File: src/rtl/mir_pkg.sv
package mir_pkg;
  localparam int unsigned FLAG_COUNT = 13;
  localparam int unsigned BUS_WIDTH  = 32;
  localparam int unsigned RX_FLAG    = 5;
  localparam int unsigned TX_FLAG    = 6;

  typedef struct packed {
    logic irq;
    logic rx;
    logic tx;
  } route_out_t;
endpackage

File: src/rtl/mir_req_reg.sv
module mir_req_reg #(
  parameter int unsigned N = 13
) (
  input  logic         clk,
  input  logic         rst,
  input  logic [N-1:0] set_i,
  input  logic [N-1:0] clr_i,
  output logic [N-1:0] req_q
);
  for (genvar b = 0; b < N; b++) begin : g_flag
    always_ff @(posedge clk) begin
      if (rst) begin
        req_q[b] <= 1'b0;
      end else if (set_i[b]) begin
        req_q[b] <= 1'b1;        // set has priority over clear
      end else if (clr_i[b]) begin
        req_q[b] <= 1'b0;
      end
    end
  end
endmodule

File: src/rtl/mir_mask_reg.sv
module mir_mask_reg #(
  parameter int unsigned N  = 13,
  parameter int unsigned WW = 32
) (
  input  logic          clk,
  input  logic          rst,
  input  logic          we,
  input  logic [WW-1:0] wdata,
  output logic [N-1:0]  mask_q
);
  always_ff @(posedge clk) begin
    if (rst) begin
      mask_q <= '0;
    end else if (we) begin
      mask_q <= wdata[N-1:0];
    end
  end
endmodule

File: src/rtl/mir_out_stage.sv
module mir_out_stage
  import mir_pkg::*;
#(
  parameter int unsigned N   = 13,
  parameter int unsigned RXB = 5,
  parameter int unsigned TXB = 6
) (
  input  logic         clk,
  input  logic         rst,
  input  logic [N-1:0] req,
  input  logic [N-1:0] mask,
  input  logic         dma_en,
  output route_out_t   route_q
);
  localparam logic [N-1:0] STEER_BITS = (N'(1) << RXB) | (N'(1) << TXB);

  logic         dma_q;
  logic [N-1:0] eff_mask;
  route_out_t   route_d;

  always_comb begin
    eff_mask    = mask | (dma_q ? STEER_BITS : '0);
    route_d.irq = |(req & ~eff_mask);
    route_d.rx  = dma_q & req[RXB];
    route_d.tx  = dma_q & req[TXB];
  end

  always_ff @(posedge clk) begin
    if (rst) begin
      dma_q   <= 1'b0;
      route_q <= '0;
    end else begin
      dma_q   <= dma_en;
      route_q <= route_d;
    end
  end
endmodule

File: src/rtl/mmc_irq_router.sv
module mmc_irq_router
  import mir_pkg::*;
#(
  parameter int unsigned N   = FLAG_COUNT,
  parameter int unsigned WW  = BUS_WIDTH,
  parameter int unsigned RXB = RX_FLAG,
  parameter int unsigned TXB = TX_FLAG
) (
  input  logic          clk,
  input  logic          rst,
  input  logic [N-1:0]  set_i,
  input  logic [N-1:0]  clr_i,
  input  logic          mask_we,
  input  logic [WW-1:0] mask_wdata,
  input  logic          dma_en,
  output logic [N-1:0]  req_o,
  output logic [N-1:0]  mask_o,
  output logic          cpu_irq,
  output logic          rx_dma_req,
  output logic          tx_dma_req
);
  route_out_t route_q;

  mir_req_reg #(.N(N)) u_req (
    .clk   (clk),
    .rst   (rst),
    .set_i (set_i),
    .clr_i (clr_i),
    .req_q (req_o)
  );

  mir_mask_reg #(.N(N), .WW(WW)) u_mask (
    .clk    (clk),
    .rst    (rst),
    .we     (mask_we),
    .wdata  (mask_wdata),
    .mask_q (mask_o)
  );

  mir_out_stage #(.N(N), .RXB(RXB), .TXB(TXB)) u_out (
    .clk     (clk),
    .rst     (rst),
    .req     (req_o),
    .mask    (mask_o),
    .dma_en  (dma_en),
    .route_q (route_q)
  );

  assign cpu_irq    = route_q.irq;
  assign rx_dma_req = route_q.rx;
  assign tx_dma_req = route_q.tx;
endmodule

File: config.mk
export PLATFORM = sky130hd
export DESIGN_NAME = mmc_irq_router
export DESIGN_NICKNAME = d
export VERILOG_FILES = /design/src/rtl/mir_pkg.sv /design/src/rtl/mir_req_reg.sv /design/src/rtl/mir_mask_reg.sv /design/src/rtl/mir_out_stage.sv /design/src/rtl/mmc_irq_router.sv
export SDC_FILE = /design/constraint.sdc
export NUM_CORES = 1
export LEC_CHECK = 0
export CAP_MARGIN = 25
export CELL_PAD_IN_SITES_DETAIL_PLACEMENT = 1
export CELL_PAD_IN_SITES_GLOBAL_PLACEMENT = 1
export CORE_MARGIN = 2
export CORE_UTILIZATION = 22
export DETAILED_ROUTE_END_ITERATION = 8
export GPL_ROUTABILITY_DRIVEN = 0
export MAX_ROUTING_LAYER = met4
export PLACE_DENSITY = 0.87
export SLEW_MARGIN = 20
export SYNTH_ARGS = -nofsm -noshare
export SYNTH_HDL_FRONTEND = slang
export SYNTH_SLANG_ARGS = --single-unit
export TNS_END_PERCENT = 1
File: constraint.sdc
create_clock -name clk -period 1.3 [get_ports clk]
set_input_delay 0.195 -clock clk [delete_from_list [all_inputs] [get_ports clk]]
set_output_delay 0.195 -clock clk [all_outputs]
set_load 0.03 [all_outputs]
==> flow_metrics.env, run 1 <==
export IMPL_drt_pass1_iterations=4
export IMPL_final_common_cell="clkdlybuf4s50_1"
export IMPL_layout_drive_gt1_share=0.1068
export IMPL_fmax_mhz=803.3
export IMPL_dr_first_iter_drc_count=14
export IMPL_criticalPathCategory="register to output port"
export IMPL_portBuffers=71
export IMPL_cp_end_kind="output port"
export IMPL_rsz0062_at_grt="no"
export IMPL_seqPwrFrac=0.459
export IMPL_multi_input_area_um2=462.9
export IMPL_setup_viol=0
export IMPL_ys_ff_latch=30
export IMPL_drcViolationCount=0
export IMPL_cp_max_fo=3
export IMPL_fin_util=0.4062
export IMPL_p_per_area_nw_per_um2=1060
export IMPL_ctsHoldBuffers=0
export IMPL_cpPeakStageDelay_ns=0.41
export IMPL_peakVddDrop_v=0.0004682
export IMPL_clock_path_buffers=2
export IMPL_slew_headroom=0.7807
export IMPL_ant_nets=0
export IMPL_yosysSeqAreaShare=0.5178
export IMPL_synth_cell_area_um2=1160
export IMPL_clockPowerShare=0.314
export IMPL_maxSlewViolCount=0
export IMPL_track_usage=0.1333
export IMPL_reg2regPathDepth=4
export IMPL_die_y_um=76.61
export IMPL_p_comb_frac=0.228
export IMPL_critPathTopFamily="buffers and inverters"
export IMPL_fin_worst_skew_ns=0.002952
export IMPL_finalCritPeriodShare=0.9575
export IMPL_status="completed"
export IMPL_max_cap_violations=0
export IMPL_io_pins=91
export IMPL_fill_cells=611
export IMPL_n_antenna_cell=0
export IMPL_worstMarginPinSlew_ns=0.3289
export IMPL_cts_root_buf="clkbuf_8"
export IMPL_regArea_um2=600.6
export IMPL_num_rows=26
export IMPL_syn_area_per_cell_um2=9.586
export IMPL_wl_um=3448
export IMPL_start_util=0.2271
export IMPL_path_buf_inv=1
export IMPL_required_ns=1.11
export IMPL_finish_net_count=268
export IMPL_via_per_inst=4.018
export IMPL_syn_inst=121
export IMPL_grt_pass1_vias=1209
export IMPL_crit_path_start_kind="register"
export IMPL_hold_viol=0
export IMPL_area_growth_pct=78.86
export IMPL_power_leakage_nw=1.001
export IMPL_antenna_found_initial=0
export IMPL_clk_pin_slew_worst_paths_ns=0.06
export IMPL_yosysWarnings=0
export IMPL_grt_ovfl_total=0
export IMPL_critPathSlowestCell="dlygate4sd2_1"
export IMPL_htree_num_levels=2
export IMPL_mostFrequentLayoutCells="42 x clkdlybuf4s50_1, 30 x dfxtp_1, 27 x dlygate4sd2_1"
export IMPL_p_int_mw=1.604
export IMPL_cts_tree="done"
export IMPL_min_path_type="primary input to register"
export IMPL_fin_crit_ns=1.245
export IMPL_hold_depth=2
export IMPL_worst_path_stages=1
export IMPL_swShare=0.2707
export IMPL_arrival_ns=1.05
export IMPL_grt_max_degree=31
export IMPL_crit_path_cell_trace="dlygate4sd2_1"
export IMPL_setup_tns_ns=0
export IMPL_cts_made_buffers=5
export IMPL_via_count=1109
export IMPL_worstSkewPairLatency_ns=0.28
export IMPL_grt_pass1_wl_um=5927
export IMPL_die_area_um2=5869
export IMPL_ys_types=17
export IMPL_cts_sinks=30
export IMPL_p_sw_mw=0.5953
export IMPL_routedWlPerCell_um=12.49
export IMPL_core_area_um2=5107
export IMPL_die_x_um=76.61
export IMPL_hpwlAfterDp_um=2776
export IMPL_syn_nets=183
-- timing repair --
action	in CTS	in global routing
pin swaps	0	0
hold endpoints to repair	0	0
setup buffers	0	0
setup endpoints to repair	29	2
gates resized for setup	29	2
-- synth_stat cells (all sizes together) --
master	number	area (um2)
a21oi	13	65.06
nand2b	2	12.51
a41oi	1	8.760
a2111oi	2	55.05
a21o	1	7.510
nor2	26	97.59
a222oi	1	10.01
buf	3	21.27
inv	18	67.56
mux2i	13	130.1
nor2b	7	58.81
dfxtp	30	600.6
clkbuf	2	7.510
and3b	2	17.52
-- cells by family after synthesis --
group,after synthesis,synth area share
muxes,13,0.1122
and+or+nand+nor,37,0.1607
buffers and inverters,23,0.08306
AOI/OAI and AO/OA,18,0.1262
DFF,30,0.5178
-- power by group through the flow --
stage          sequential (mW)  clock [mW]  combinational (mW)
3_5_place_dp              1.03           0               0.545
5_1_grt                   1.02       0.767               0.543
2_1_floorplan             1.14           0               0.136
3_3_place_gp              1.03           0               0.531
6_report                  1.01       0.690               0.501
4_1_cts                   1.01       0.726               0.510
-- registers in the layout, indices dropped and copies added, names as in the netlist --
| signal | cells |
|---|---|
| u_mask.mask_q | 13 |
| u_req.req_q | 13 |
| u_out.route_q | 3 |
| u_out.dma_q | 1 |
-- worst paths after layout --
path                                  startpoint               end  slack (ns)
worst max register to register  u_mask.mask_q[2]  u_out.route_q[2]        0.17
worst min-delay path                      dma_en       u_out.dma_q        0.50
worst max-delay path            u_mask.mask_q[4]         mask_o[4]        0.06
worst min register to register    u_req.req_q[2]    u_req.req_q[2]        0.51
-- metal layers --
layer / vias up / share of wire / GRT usage
li1: 557 / - / -
met1: 497 / 0.40 / 0.1343
met2: 49 / 0.52 / 0.2416
met3: 6 / 0.069 / 0.04858
met4: 0 / 0.014 / 0.03818
met5: - / 0 / -
-- stage by stage --
stage               setup slack, ns  power (mW)  hold WS [ns]  instance area (um2)  instances
detailed placement          0.02827       1.576        0.5014                 2032        269
CTS                         0.02035       2.245        0.4959                 2072        276
finish                      0.05519       2.199        0.4965                 2074        276
floorplan                   0.08074       1.275        0.3124                 1160        121
global route               0.006886       2.325        0.5216                 2074        276
global placement            0.06950       1.559        0.4933                 2032        269
-- layout make-up --
cell class	instances	area share
Inverter	18	0.03257
Tap cell	70	0.04222
Multi-Input combinational cell	68	0.2232
Clock buffer	7	0.03679
Timing Repair Buffer	83	0.3758
Sequential cell	30	0.2895
(Power assumes the default switching activity.)
==> inputs of run 2 (changes only) <==
--- a/config.mk
+++ b/config.mk
@@ -5,7 +5,6 @@
 export SDC_FILE = /design/constraint.sdc
 export NUM_CORES = 1
 export LEC_CHECK = 0
-export CAP_MARGIN = 25
 export CELL_PAD_IN_SITES_DETAIL_PLACEMENT = 1
 export CELL_PAD_IN_SITES_GLOBAL_PLACEMENT = 1
 export CORE_MARGIN = 2
==> results of run 2 <==
Final layout, timing and power as in run 1 (identical DEF).
==> inputs of run 3 (changes only) <==
==> constraint.sdc (replaced) <==
create_clock -name clk -period 1.3 [get_ports clk]
set_input_delay 0.26 -clock clk [delete_from_list [all_inputs] [get_ports clk]]
set_output_delay 0.26 -clock clk [all_outputs]
set_load 0.05 [all_outputs]
==> run 3 against run 2 <==
Die area is the same. Flip-flop and latch count is the same. Clock power about the same. Highest routed layer unchanged. Worst hold slack improved by 0.020 ns. Register-to-register slack hardly changed. Final area is 14% higher.
==> flow_metrics.env, run 3 (synthesis gave the netlist of run 1 again) <==
export IMPL_crit_path_start_kind="register"
export IMPL_routedWlPerCell_um=12.75
export IMPL_fin_crit_ns=1.152
export IMPL_portBuffers=71
export IMPL_r2r_end="u_out.route_q[2]"
export IMPL_ctsHoldBuffers=0
export IMPL_via_count=1099
export IMPL_cts_setup_buffers=0
export IMPL_path_buf_inv=1
export IMPL_hold_depth=1
export IMPL_die_y_um=76.61
export IMPL_grt_pass1_wl_um=5789
export IMPL_start_util=0.2271
export IMPL_cts_made_buffers=5
export IMPL_antenna_found_initial=0
export IMPL_worstMarginPinSlew_ns=0.3391
export IMPL_cts_sinks=30
export IMPL_rr_startpoint="u_mask.mask_q[7]"
export IMPL_min_path_type="register to register"
export IMPL_num_rows=26
export IMPL_wl_um=3403
export IMPL_setup_viol=0
export IMPL_cp_max_fo=3
export IMPL_hpwlAfterDp_um=2811
export IMPL_cts_tree="done"
export IMPL_setup_tns_ns=0
export IMPL_cts_root_buf="clkbuf_8"
export IMPL_drcViolationCount=0
export IMPL_critPathSlowestCell="dfxtp_1"
export IMPL_layout_drive_gt1_share=0.2437
export IMPL_finalCritPeriodShare=0.8863
export IMPL_place_inst=260
export IMPL_ff2ff_setup_slack_ns=0.17
export IMPL_area_growth_pct=103.8
export IMPL_grt_max_degree=24
export IMPL_fill_cells=557
export IMPL_max_cap_violations=0
export IMPL_min_to="u_out.route_q[0]"
export IMPL_dr_first_iter_drc_count=11
export IMPL_fin_worst_skew_ns=0.001722
export IMPL_fmax_mhz=867.9
export IMPL_status="completed"
export IMPL_p_per_area_nw_per_um2=1032
export IMPL_reg2regPathDepth=3
export IMPL_die_area_um2=5869
export IMPL_peakVddDrop_v=0.0006349
export IMPL_htree_num_levels=2
export IMPL_cts_resized=0
export IMPL_required_ns=1.04
export IMPL_hold_viol=0
export IMPL_arrival_ns=0.89
export IMPL_top_regs="u_mask.mask_q (13), u_req.req_q (13), u_out.route_q (3)"
export IMPL_final_common_cell="clkdlybuf4s50_1"
export IMPL_n_antenna_cell=0
export IMPL_criticalPathCategory="register to output port"
export IMPL_fin_util=0.4628
export IMPL_grt_ovfl_total=0
export IMPL_worstSkewPairLatency_ns=0.28
export IMPL_io_pins=91
export IMPL_slew_headroom=0.7739
export IMPL_die_x_um=76.61
export IMPL_maxSlewViolCount=0
export IMPL_core_area_um2=5107
export IMPL_critPathTopFamily="flip-flops"
export IMPL_layout_cells_non_filler=267
export IMPL_mostFrequentLayoutCells="42 x clkdlybuf4s50_1, 32 x buf_12, 26 x nor2_1"
export IMPL_clk_pin_slew_worst_paths_ns=0.06
export IMPL_power_leakage_nw=1.022
export IMPL_via_per_inst=4.116
export IMPL_cp_end_kind="output port"
export IMPL_grt_pass1_vias=1268
export IMPL_ant_nets=0
export IMPL_rsz0062_at_grt="no"
export IMPL_finish_net_count=259
export IMPL_cpPeakStageDelay_ns=0.44
export IMPL_drt_pass1_iterations=5
export IMPL_crit_path_cell_trace="buf_12"
export IMPL_worstHoldStart="u_out.dma_q"
export IMPL_clock_path_buffers=2
export IMPL_track_usage=0.1311
[run 3: worst max path at each step]
stage	slack, ns	endpoint	start	cells after the start
2_1_floorplan	0.007	u_out.route_q[2]	u_mask.mask_q[7]	3
3_3_place_gp	-0.005	u_mask.mask_q[11]	mask_we	4
3_5_place_dp	-0.03	u_mask.mask_q[8]	mask_we	4
4_1_cts	0.13	req_o[3]	u_req.req_q[3]	1
5_1_grt	0.07	u_out.route_q[2]	u_mask.mask_q[7]	3
6_report	0.15	req_o[3]	u_req.req_q[3]	1
[run 3: routing by layer]
layer  up-vias  wire length (um)  GRT usage
li1        534                 -          -
met1       509              1366     0.1326
met2        49              1755     0.2310
met3         7               215    0.04147
met4         0                65    0.06000
met5         -                 0          -
[run 3: cell type report]
class / instances / area [um2] / share of cell area
well taps: 70 / 87.58 / 0.03706
flip-flops and latches: 30 / 608.1 / 0.2573
clock buffers: 7 / 76.32 / 0.03229
multi-input cells: 68 / 462.9 / 0.1959
repair buffers: 74 / 1061 / 0.4489
inverters: 18 / 67.56 / 0.02859
[run 3: metrics by stage]
step / hold slack, ns / instance area, um2 / setup slack, ns / power [mW]
2_1_floorplan: 0.3774 / 1167 / 0.006658 / 1.358
3_3_place_gp: 0.5009 / 2287 / -0.005042 / 1.767
3_5_place_dp: 0.5118 / 2287 / -0.02986 / 1.782
4_1_cts: 0.5197 / 2364 / 0.1329 / 2.483
5_1_grt: 0.5382 / 2364 / 0.07415 / 2.553
6_report: 0.5168 / 2364 / 0.1477 / 2.440
[run 3: where the power goes]
part	total [mW]	switching [mW]	internal, mW
clock	0.687	0.320	0.367
sequential	1.05	0.0748	0.978
combinational	0.700	0.308	0.392
total	2.44	0.702	1.74
